`src/rtl/qff_pkg.sv`:
```
`timescale 1ns/1ps
package qff_pkg;
  typedef enum logic [1:0] {
    BR_OFF = 2'd0,
    BR_POS = 2'd1,
    BR_NEG = 2'd2
  } bridge_e;
endpackage

```
`src/rtl/qff_cmp_cond.sv`:
```
`timescale 1ns/1ps
// Two-flop synchronizer followed by a persistence filter on the comparator.
module qff_cmp_cond #(
  parameter int FILT_LEN = 4
) (
  input  logic clk,
  input  logic rst_n,
  input  logic cmp_raw,
  output logic cmp_filt
);
  logic sync1_q, sync2_q;

  always_ff @(posedge clk or negedge rst_n) begin
    if (!rst_n) begin
      sync1_q <= 1'b0;
      sync2_q <= 1'b0;
    end else begin
      sync1_q <= cmp_raw;
      sync2_q <= sync1_q;
    end
  end

  generate
    if (FILT_LEN <= 1) begin : g_nofilt
      logic lvl_q;
      always_ff @(posedge clk or negedge rst_n) begin
        if (!rst_n) lvl_q <= 1'b0;
        else        lvl_q <= sync2_q;
      end
      assign cmp_filt = lvl_q;
    end else begin : g_filt
      localparam int FW = $clog2(FILT_LEN + 1);
      localparam logic [FW-1:0] LIM = FW'(FILT_LEN - 1);
      logic          lvl_q, lvl_d;
      logic [FW-1:0] run_q, run_d;

      always_comb begin
        lvl_d = lvl_q;
        run_d = '0;
        if (sync2_q != lvl_q) begin
          if (run_q == LIM) begin
            lvl_d = sync2_q;
          end else begin
            run_d = run_q + 1'b1;
          end
        end
      end

      always_ff @(posedge clk or negedge rst_n) begin
        if (!rst_n) begin
          lvl_q <= 1'b0;
          run_q <= '0;
        end else begin
          lvl_q <= lvl_d;
          run_q <= run_d;
        end
      end
      assign cmp_filt = lvl_q;
    end
  endgenerate
endmodule

```
`src/rtl/qff_period_timer.sv`:
```
`timescale 1ns/1ps
// Free-running period counter; tick marks a period boundary.
module qff_period_timer #(
  parameter int PERIOD_CYC = 5000
) (
  input  logic clk,
  input  logic rst_n,
  input  logic en,
  output logic tick
);
  localparam int CW = (PERIOD_CYC > 1) ? $clog2(PERIOD_CYC) : 1;
  localparam logic [CW-1:0] LAST = CW'(PERIOD_CYC - 1);

  logic          run_q, run_d;
  logic [CW-1:0] cnt_q, cnt_d;

  assign tick = en & (~run_q | (cnt_q == LAST));

  always_comb begin
    run_d = run_q;
    cnt_d = cnt_q;
    if (!en) begin
      run_d = 1'b0;
      cnt_d = '0;
    end else begin
      run_d = 1'b1;
      cnt_d = tick ? '0 : cnt_q + 1'b1;
    end
  end

  always_ff @(posedge clk or negedge rst_n) begin
    if (!rst_n) begin
      run_q <= 1'b0;
      cnt_q <= '0;
    end else begin
      run_q <= run_d;
      cnt_q <= cnt_d;
    end
  end
endmodule

```
`src/rtl/qff_switch_seq.sv`:
```
`timescale 1ns/1ps
// Chooses the requested bridge state: timer start at boundaries, comparator end inside.
module qff_switch_seq
  import qff_pkg::*;
(
  input  logic    clk,
  input  logic    rst_n,
  input  logic    en,
  input  logic    tick,
  input  logic    half_pos,
  input  logic    cmp_filt,
  output logic    pol,
  output bridge_e req
);
  logic    pol_q, pol_d;
  bridge_e req_q, req_d;
  bridge_e tmr_st, oth_st;
  logic    use_pol, end_now;

  always_comb begin
    use_pol = tick ? half_pos : pol_q;
    tmr_st  = use_pol ? BR_NEG : BR_POS;
    oth_st  = use_pol ? BR_POS : BR_NEG;
    end_now = use_pol ? cmp_filt : ~cmp_filt;
    pol_d   = pol_q;
    req_d   = req_q;
    if (!en) begin
      req_d = BR_OFF;
    end else if (tick) begin
      pol_d = half_pos;
      req_d = end_now ? oth_st : tmr_st;
    end else if ((req_q == tmr_st) && end_now) begin
      req_d = oth_st;
    end
  end

  always_ff @(posedge clk or negedge rst_n) begin
    if (!rst_n) begin
      pol_q <= 1'b1;
      req_q <= BR_OFF;
    end else begin
      pol_q <= pol_d;
      req_q <= req_d;
    end
  end

  assign pol = pol_q;
  assign req = req_q;
endmodule

```
`src/rtl/qff_deadtime.sv`:
```
`timescale 1ns/1ps
// Applies the requested state with a fixed all-off gap between states.
module qff_deadtime
  import qff_pkg::*;
#(
  parameter int DEAD_CYC = 20
) (
  input  logic    clk,
  input  logic    rst_n,
  input  logic    en,
  input  bridge_e req,
  output logic    gate_pos,
  output logic    gate_neg
);
  localparam int DW = $clog2(DEAD_CYC + 1);
  localparam logic [DW-1:0] LIM = DW'(DEAD_CYC - 1);

  bridge_e       cur_q, cur_d;
  logic [DW-1:0] off_q, off_d;

  always_comb begin
    cur_d = cur_q;
    off_d = off_q;
    if (!en) begin
      cur_d = BR_OFF;
      off_d = '0;
    end else if (cur_q == BR_OFF) begin
      if (req != BR_OFF) begin
        if (off_q == LIM) begin
          cur_d = req;
          off_d = '0;
        end else begin
          off_d = off_q + 1'b1;
        end
      end
    end else if (req != cur_q) begin
      cur_d = BR_OFF;
      off_d = '0;
    end
  end

  always_ff @(posedge clk or negedge rst_n) begin
    if (!rst_n) begin
      cur_q <= BR_OFF;
      off_q <= '0;
    end else begin
      cur_q <= cur_d;
      off_q <= off_d;
    end
  end

  assign gate_pos = (cur_q == BR_POS);
  assign gate_neg = (cur_q == BR_NEG);
endmodule

```
`src/rtl/qff_hyst_ctrl.sv`:
```
`timescale 1ns/1ps
module qff_hyst_ctrl
  import qff_pkg::*;
#(
  parameter int PERIOD_CYC = 5000,
  parameter int DEAD_CYC   = 20,
  parameter int FILT_LEN   = 4
) (
  input  logic clk,
  input  logic rst_n,
  input  logic en,
  input  logic half_pos,
  input  logic cmp_in,
  output logic gate_pos,
  output logic gate_neg
);
  logic    rs1_q, rst_s;
  logic    cmp_f, tick, pol_q;
  bridge_e req;

  always_ff @(posedge clk or negedge rst_n) begin
    if (!rst_n) begin
      rs1_q <= 1'b0;
      rst_s <= 1'b0;
    end else begin
      rs1_q <= 1'b1;
      rst_s <= rs1_q;
    end
  end

  qff_cmp_cond #(.FILT_LEN(FILT_LEN)) u_cond (
    .clk(clk), .rst_n(rst_s), .cmp_raw(cmp_in), .cmp_filt(cmp_f)
  );

  qff_period_timer #(.PERIOD_CYC(PERIOD_CYC)) u_tmr (
    .clk(clk), .rst_n(rst_s), .en(en), .tick(tick)
  );

  qff_switch_seq u_seq (
    .clk(clk), .rst_n(rst_s), .en(en), .tick(tick), .half_pos(half_pos),
    .cmp_filt(cmp_f), .pol(pol_q), .req(req)
  );

  qff_deadtime #(.DEAD_CYC(DEAD_CYC)) u_dt (
    .clk(clk), .rst_n(rst_s), .en(en), .req(req),
    .gate_pos(gate_pos), .gate_neg(gate_neg)
  );
endmodule

```
`config.mk`:
```
export PLATFORM = sky130hd
export DESIGN_NAME = qff_hyst_ctrl
export DESIGN_NICKNAME = d
export VERILOG_FILES = /design/src/rtl/qff_pkg.sv /design/src/rtl/qff_cmp_cond.sv /design/src/rtl/qff_period_timer.sv /design/src/rtl/qff_switch_seq.sv /design/src/rtl/qff_deadtime.sv /design/src/rtl/qff_hyst_ctrl.sv
export SDC_FILE = /design/constraint.sdc
export NUM_CORES = 1
export LEC_CHECK = 0
export ABC_AREA = 1
export ABC_CLOCK_PERIOD_IN_PS = 1700
export CAP_MARGIN = 5
export CORE_UTILIZATION = 50
export CTS_BUF_LIST = sky130_fd_sc_hd__clkbuf_8
export DETAILED_ROUTE_END_ITERATION = 10
export PLACE_DENSITY = 0.68
export SETUP_SLACK_MARGIN = 0.5
export SLEW_MARGIN = 10
export SYNTH_ARGS = -nofsm -noshare
export SYNTH_HDL_FRONTEND = slang
export SYNTH_SLANG_ARGS = --single-unit
```
`constraint.sdc`:
```
create_clock -name clk -period 1.7 [get_ports clk]
set_input_delay 0.34 -clock clk [delete_from_list [all_inputs] [get_ports clk]]
set_output_delay 0.34 -clock clk [all_outputs]
set_load 0.01 [all_outputs]
```
==> run metrics, run 1 <==
Hold Fails Final Rpt=0; die height=58.9 um; Cell variety after synth=35; antenna fix cells=0; clock share of power=29.5%; post-layout util=74.2%; Seq pwr share=39.9%; Worst Path Max Fanout=4; Top FF cell, synth=dfrtp_1; fraction of power spent switching nets=32.1%; die width=58.9 um; syn nets=184; NetSw=772 uW; pwr/cell area=1060 nW/um^2; initial drt markers=35; initial antenna violation count=0; Layout area overhead=40.1%; CP Cell Sequence=buf_4 -> and3_1 -> nand3_1 -> nor2_4 -> nand2_1 -> nand2_1 -> o21ai_1 -> o21a_1; RSZ-0062 raised after global routing=true; top-count cell post-synth=dfrtp_1; share of layout cells above drive strength 1=45.4%; kind of critical path=flop to flop; root buf cell=clkbuf_8; post-synthesis cell count=176; Setup Skew=2.97 ps; TritonRoute pass-1 iters=5; Slew Viols, Final=0; Static Leak=1.08 nW; Crit path required time=1880 ps; slowest CP cell=dfrtp_1; CP Capture Type=flop; I/O Pins=7; number of synthesized flops with an enable pin=0; CP startpoint kind=flop; Reg clk slew, reported paths=70 ps; Post-layout nets=225; clk_lat worst skew=290 ps; first-pass GRT wire length=5720 um; Post-DRT Antenna Nets=0; synth cell count leaders=dfrtp_1, nor2_1, nand2_1; Seq/Total Area, Yosys=49.6%; CTS Buf Count=5; Worst Hold Class=flop to async pin; worst stage delay on the critical path=400 ps; maximum clock insertion buffer count=2; Total Routing Usage GR=22.9%; Die ar.=3470 sq um; TNS Setup=0 ps; Gate power share=30.6%; Fmax achieved=648 MHz; dominant cell type by area after synthesis=dfrtp_1; Synth area leaders=dfrtp_1, nor2_1, nand2_1, inv_1, xor2_1; warnings from Yosys=0; area occupied by multi-input gates=880 sq um; Vias/cell=4.99; final setup violation count=0; Synth Area per Inst=9.19 sq um; CP Data Arrival Time=1730 ps; largest net degree at the start of global routing=26; Congestion Overflow GR=0; max_cap viols=0; ys async rst share=100%; vias in the first global route=1285; Fillers=212; DR vias=1308; final hold slack=96.4 ps; outcome=finished clean; register cell area after layout=803 sq um; Clock Sinks=32; fin crit share=90.8%; Yosys reg bits=32; Final Critical Period=1540 ps; number of H-tree levels=2; routability congestion estimate=0.811; starting density of the core=53.0%; Routed WL per cell=13.8 um; DR DRC count=0; CTS tree=built; Post-Syn Area=1620 sq um; row count=20; Yosys top cell area share=48.0%; Peak VDD IR=670 uV; Post-Route WL=3600 um; DP Wirelength=2210 um; port buffer count=6; Cell Int Power=1.63 mW; most frequent CP cell=nand2_1; Pwr Total=2.41 mW; Core ar.=3050 sq um
[critical path: cells and delay by family, from the launching register on]
kind / cells / cell delay [ps]
compound gates: 2 / 170
buf+inv: 1 / 140
flops: 1 / 400
simple gates: 5 / 710
[kinds of logic after synthesis]
logic type	synth area share (%)
flip-flops	49.6
other	0.232
XOR/XNOR	3.25
adder cells (fa/ha/maj)	2.32
buffers and inverters	7.42
AND/OR/NAND/NOR	29.5
AO/OA/AOI/OAI	7.04
multiplexers	0.696
[metrics by stage]
step	setup WS, ps	instance area (sq um)	cells
final	156	2270	262
after global routing	75.7	2270	262
after CTS	216	2100	252
after detailed placement	-32.1	1790	228
after global placement	47.0	1790	228
after floorplan	316	1650	176
[power by group through the flow]
stage / combinational [mW] / sequential (mW) / clock [mW]
after global routing: 0.803 / 0.973 / 0.757
final: 0.737 / 0.961 / 0.709
after CTS: 0.638 / 0.955 / 0.727
after detailed placement: 0.512 / 0.971 / 0
after floorplan: 0.385 / 0.950 / 0
after global placement: 0.482 / 0.963 / 0
[path summary, 6_finish.rpt]
path | start | end | slack (ps) | cells past startpoint
max in group asynchronous | rst_s$_DFF_PN0_ | u_seq.pol$_DFFE_PN1P_ | 960 | 1
setup / recovery | u_tmr.cnt_q[0]$_DFF_PN0_ | u_tmr.cnt_q[11]$_DFF_PN0_ | 160 | 8
setup reg to reg | u_tmr.cnt_q[0]$_DFF_PN0_ | u_tmr.cnt_q[11]$_DFF_PN0_ | 160 | 8
hold reg to reg | rst_s$_DFF_PN0_ | u_dt.off_q[2]$_DFFE_PN0P_ | 100 | 0
min in group clk | u_cond.sync1_q$_DFF_PN0_ | u_cond.sync2_q$_DFF_PN0_ | 360 | 0
hold / removal | rst_s$_DFF_PN0_ | u_dt.off_q[2]$_DFFE_PN0P_ | 100 | 0
[flip-flops by register name, indices dropped and copies added (netlist names), 2 cells and up]
signal               cells
u_tmr.cnt_q             13
u_dt.off_q               5
u_seq.req                2
u_cond.g_filt.run_q      3
u_dt.cur_q               2
[layer usage]
| metal | up-vias | track usage (%) | part of all wire (%) |
|---|---|---|---|
| li1 | 637 | - | - |
| met1 | 640 | 25.7 | 38 |
| met2 | 24 | 41.2 | 57 |
| met3 | 7 | 6.15 | 3.2 |
| met4 | 0 | 8.50 | 1.4 |
| met5 | - | 0 | 0 |
[final cells by class]
type | instances | area share [%]
well taps | 44 | 2.43
multi-input cells | 114 | 38.8
inverters | 29 | 5.02
flip-flops and latches | 32 | 35.5
repair buffers | 35 | 13.5
clock buffers | 5 | 3.04
clock inverters | 3 | 1.71
[cells in the final DEF (no fill, tap or decap), types with 5 or more instances in the layout]
cell / n
dfrtp_1: 30
buf_4: 23
nand2_1: 20
inv_1: 19
nor2_1: 16
nor2_4: 11
inv_2: 9
nand2_4: 7
nand3_2: 7
nor2_2: 6
xor2_1: 5
clkbuf_8: 5
[what timing repair did]
item,4_1_cts,5_1_grt
gates resized for setup,27,29
hold buffers,0,0
endpoints found under the setup margin,25,25
setup buffers,16,10
pin swaps,14,17
cloned,0,0
(Power assumes the default switching activity.)
==> run 2, diff against run 1 <==
Settings changed: CAP_MARGIN 5 to default.
==> results of run 2 <==
Final layout, timing and power as in run 1 (identical DEF).
==> run 3, diff against run 2 <==
Settings changed: ABC_CLOCK_PERIOD_IN_PS 1700 to default, PLACE_DENSITY 0.68 to 0.67, SYNTH_HIERARCHICAL from default to 1.
==> run metrics, run 3 <==
outcome=finished clean (unchanged); Worst Path Buf+Inv=4 (was 1); warnings from Yosys=6 (was 0); Worst Path Max Fanout=4 (unchanged); maximum clock insertion buffer count=2 (unchanged); Routed WL per cell=12.4 um (was 13.8 um); die height=63.3 um (was 58.9 um); synth cell count leaders=nand2_1, nor2_1, dfrtp_1 (was dfrtp_1, nor2_1, nand2_1); max_cap viols=0 (unchanged); Seq pwr share=36.8% (was 39.9%); antenna fix cells=0 (unchanged); r2r startpoint=u_tmr/cnt_q[3]$_DFF_PN0_ (was u_tmr.cnt_q[0]$_DFF_PN0_); Die ar.=4000 sq um (was 3470 sq um); ys async rst share=100% (unchanged); CP Cell Sequence=inv_1 -> nand2_1 -> nor2_4 -> nand3_4 -> a21boi_4 -> inv_2 -> nand2_2 -> nand2_2 -> buf_4 -> buf_6 -> nand2_1 -> o21ai_1 (was buf_4 -> and3_1 -> nand3_1 -> nor2_4 -> nand2_1 -> nand2_1 -> o21ai_1 -> o21a_1); DR DRC count=0 (unchanged); Worst setup startpoint=u_tmr/cnt_q[3]$_DFF_PN0_ (was u_tmr.cnt_q[0]$_DFF_PN0_); I/O Pins=7 (unchanged); RSZ-0062 raised after global routing=true (unchanged); Slew Viols, Final=0 (unchanged); CP Data Arrival Time=1820 ps (was 1730 ps); Largest Register=u_tmr/cnt_q (was u_tmr.cnt_q); CTS Buf Count=5 (unchanged); Synth area leaders=dfrtp_1, nand2_1, nor2_1, inv_1, nand3_1 (was dfrtp_1, nor2_1, nand2_1, inv_1, xor2_1); TritonRoute pass-1 iters=4 (was 5); final instance area=2500 sq um (was 2270 sq um); Clock Sinks=32 (unchanged); most common cell after layout, fill and taps aside=nand2_1 (was dfrtp_1); NetSw=923 uW (was 772 uW); initial antenna violation count=0 (unchanged); vias in the first global route=1627 (was 1285); kind of critical path=flop to flop (unchanged); Post-Route WL=4130 um (was 3600 um); Seq/Total Area, Yosys=42.7% (was 49.6%); pwr/cell area=1050 nW/um^2 (was 1060 nW/um^2); Post-layout nets=293 (was 225); fraction of power spent switching nets=35.1% (was 32.1%); share of layout cells above drive strength 1=36.7% (was 45.4%); fin cells=332 (was 262); Yosys top cell area share=41.3% (was 48.0%); CTS tree=built (unchanged); top-count cell post-synth=nand2_1 (was dfrtp_1); root buf cell=clkbuf_8 (unchanged); most frequent cells in the layout=nand2_1, dfrtp_1, nor2_1 (was dfrtp_1, buf_4, nand2_1); Reg clk slew, reported paths=70 ps (about the same); die width=63.3 um (was 58.9 um); row count=21 (was 20); Peak VDD IR=761 uV (was 670 uV); number of H-tree levels=2 (unchanged); initial drt markers=87 (was 35); Core ar.=3470 sq um (was 3050 sq um); CP top delay family=simple AND/OR/NAND/NOR gates (unchanged); Setup Skew=7.09 ps (was 2.97 ps); Final Critical Period=1610 ps (was 1540 ps); max reg flops=13 (unchanged); syn nets=253 (was 184); Congestion Overflow GR=0 (unchanged); clk_lat worst skew=280 ps (was 290 ps); Post-Syn Area=1880 sq um (was 1620 sq um); Fmax achieved=622 MHz (was 648 MHz); Layout area overhead=32.9% (was 40.1%); first-pass GRT wire length=7020 um (was 5720 um); Total Routing Usage GR=22.6% (was 22.9%); Gate power share=36.1% (was 30.6%); DR vias=1670 (was 1308); Worst Hold Class=flop to async pin (unchanged); hold-fix buffer count after cts=0 (unchanged); dominant cell type by area after synthesis=dfrtp_1 (unchanged); Crit path required time=1920 ps (was 1880 ps); clock share of power=27.1% (was 29.5%); DP Wirelength=2580 um (was 2210 um); Hold Fails Final Rpt=0 (unchanged); routability congestion estimate=0.837 (was 0.811); Vias/cell=5.03 (was 4.99); number of synthesized flops with an enable pin=0 (unchanged); CP startpoint kind=flop (unchanged); post-synthesis cell count=245 (was 176); Top FF cell, synth=dfrtp_1 (unchanged); Cell Int Power=1.70 mW (was 1.63 mW); area post-placement=2080 sq um (was 1790 sq um); starting density of the core=54.1% (was 53.0%); Largest regs=u_tmr/cnt_q x13, u_dt/off_q x5, u_cond/g_filt.run_q x3 (was u_tmr.cnt_q x13, u_dt.off_q x5, u_cond.g_filt.run_q x3); Post-DRT Antenna Nets=0 (unchanged); final setup violation count=0 (unchanged); worst stage delay on the critical path=400 ps (about the same); Synth Area per Inst=7.67 sq um (was 9.19 sq um); Yosys reg bits=32 (unchanged); largest net degree at the start of global routing=12 (was 26); Cell variety after synth=30 (was 35); Static Leak=1.20 nW (was 1.08 nW); slowest CP cell=dfrtp_1 (unchanged); port buffer count=6 (unchanged); fin crit share=94.5% (was 90.8%); CP Capture Type=flop (unchanged); placed insts=308 (was 228)
[run 3: cell count changes after synthesis, moves of 4 or more]
cell     previous run  this run
nand3_1             7        15
nand4_1             3         9
inv_2               9         5
nor2_1             29        39
nand2_1            23        71
a21oi_1             6         1
nand2_2             3        10
inv_1              20        27
[run 3: worst reg2reg max path: stages (launching register included)]
cell,delay (ps)
dfrtp_1,400
inv_1,100
nand2_1,90
nor2_4,150
nand3_4,110
a21boi_4,190
inv_2,50
nand2_2,70
nand2_2,60
buf_4,140
buf_6,100
nand2_1,40
o21ai_1,60
[run 3: timing repair]
action	in CTS	in global routing
cloned	1	0
gates resized for setup	24	35
setup buffers	9	6
setup endpoints to repair	25	25
pin swaps	10	11
[run 3: logic make-up after synthesis]
family                     after synthesis  share of synthesized area (%)
and+or+nand+nor                        162                           42.2
AOI/OAI and AO/OA                        7                           2.66
other                                    1                          0.200
adders and majority gates                3                           2.00
xor gates and xnor gates                 5                           2.33
DFF                                     32                           42.7
buffers and inverters                   35                           7.86
[run 3: layer usage]
| layer | vias to the layer above | routed length (um) | GRT usage, % |
|---|---|---|---|
| li1 | 839 | - | - |
| met1 | 787 | 1960 | 30.5 |
| met2 | 33 | 1950 | 35.9 |
| met3 | 11 | 152 | 5.25 |
| met4 | 0 | 68 | 7.10 |
| met5 | - | 0 | 0 |
[run 3: area by class of cell]
type	instances	area [sq um]
Clock inverter	3	42.5
Fill cell	276	972
Inverter	32	123
Sequential cell	32	805
Multi-Input combinational cell	179	1110
Clock buffer	5	68.8
Tap cell	46	57.6
Timing Repair Buffer	35	293
[run 3: worst paths after layout]
check	endpoint	slack (ps)	cells after the start
max reg2reg	u_seq/pol$_DFFE_PN1P_	90	12
min reg2reg	u_cond/sync2_q$_DFF_PN0_	170	0
max in group asynchronous	u_seq/req[0]$_DFFE_PN0P_	1010	1
min in group clk	u_cond/sync2_q$_DFF_PN0_	350	0
max	u_seq/pol$_DFFE_PN1P_	90	12
min	u_cond/sync2_q$_DFF_PN0_	170	0
[run 3: stage by stage]
step / TNS, ps / utilization, % / hold WS, ps / setup slack [ps] / total power [mW]
after floorplan: 0 / - / 44.4 / 113 / 1.53
after global placement: 0 / 60.1 / 186 / 20.6 / 1.69
after detailed placement: -44.1 / 60.1 / 189 / -23.5 / 1.70
after CTS: 0 / 67.2 / 190 / 145 / 2.55
after global routing: -47.3 / 72.0 / 217 / -27.9 / 2.79
final: 0 / 72.0 / 168 / 93.0 / 2.63
[run 3: power by group through the flow]
stage / logic, mW / clock network (mW) / registers (mW)
floorplan: 0.591 / 0 / 0.943
global placement: 0.725 / 0 / 0.964
detailed placement: 0.730 / 0 / 0.965
CTS: 0.867 / 0.730 / 0.948
global route: 1.05 / 0.757 / 0.978
finish: 0.948 / 0.712 / 0.965
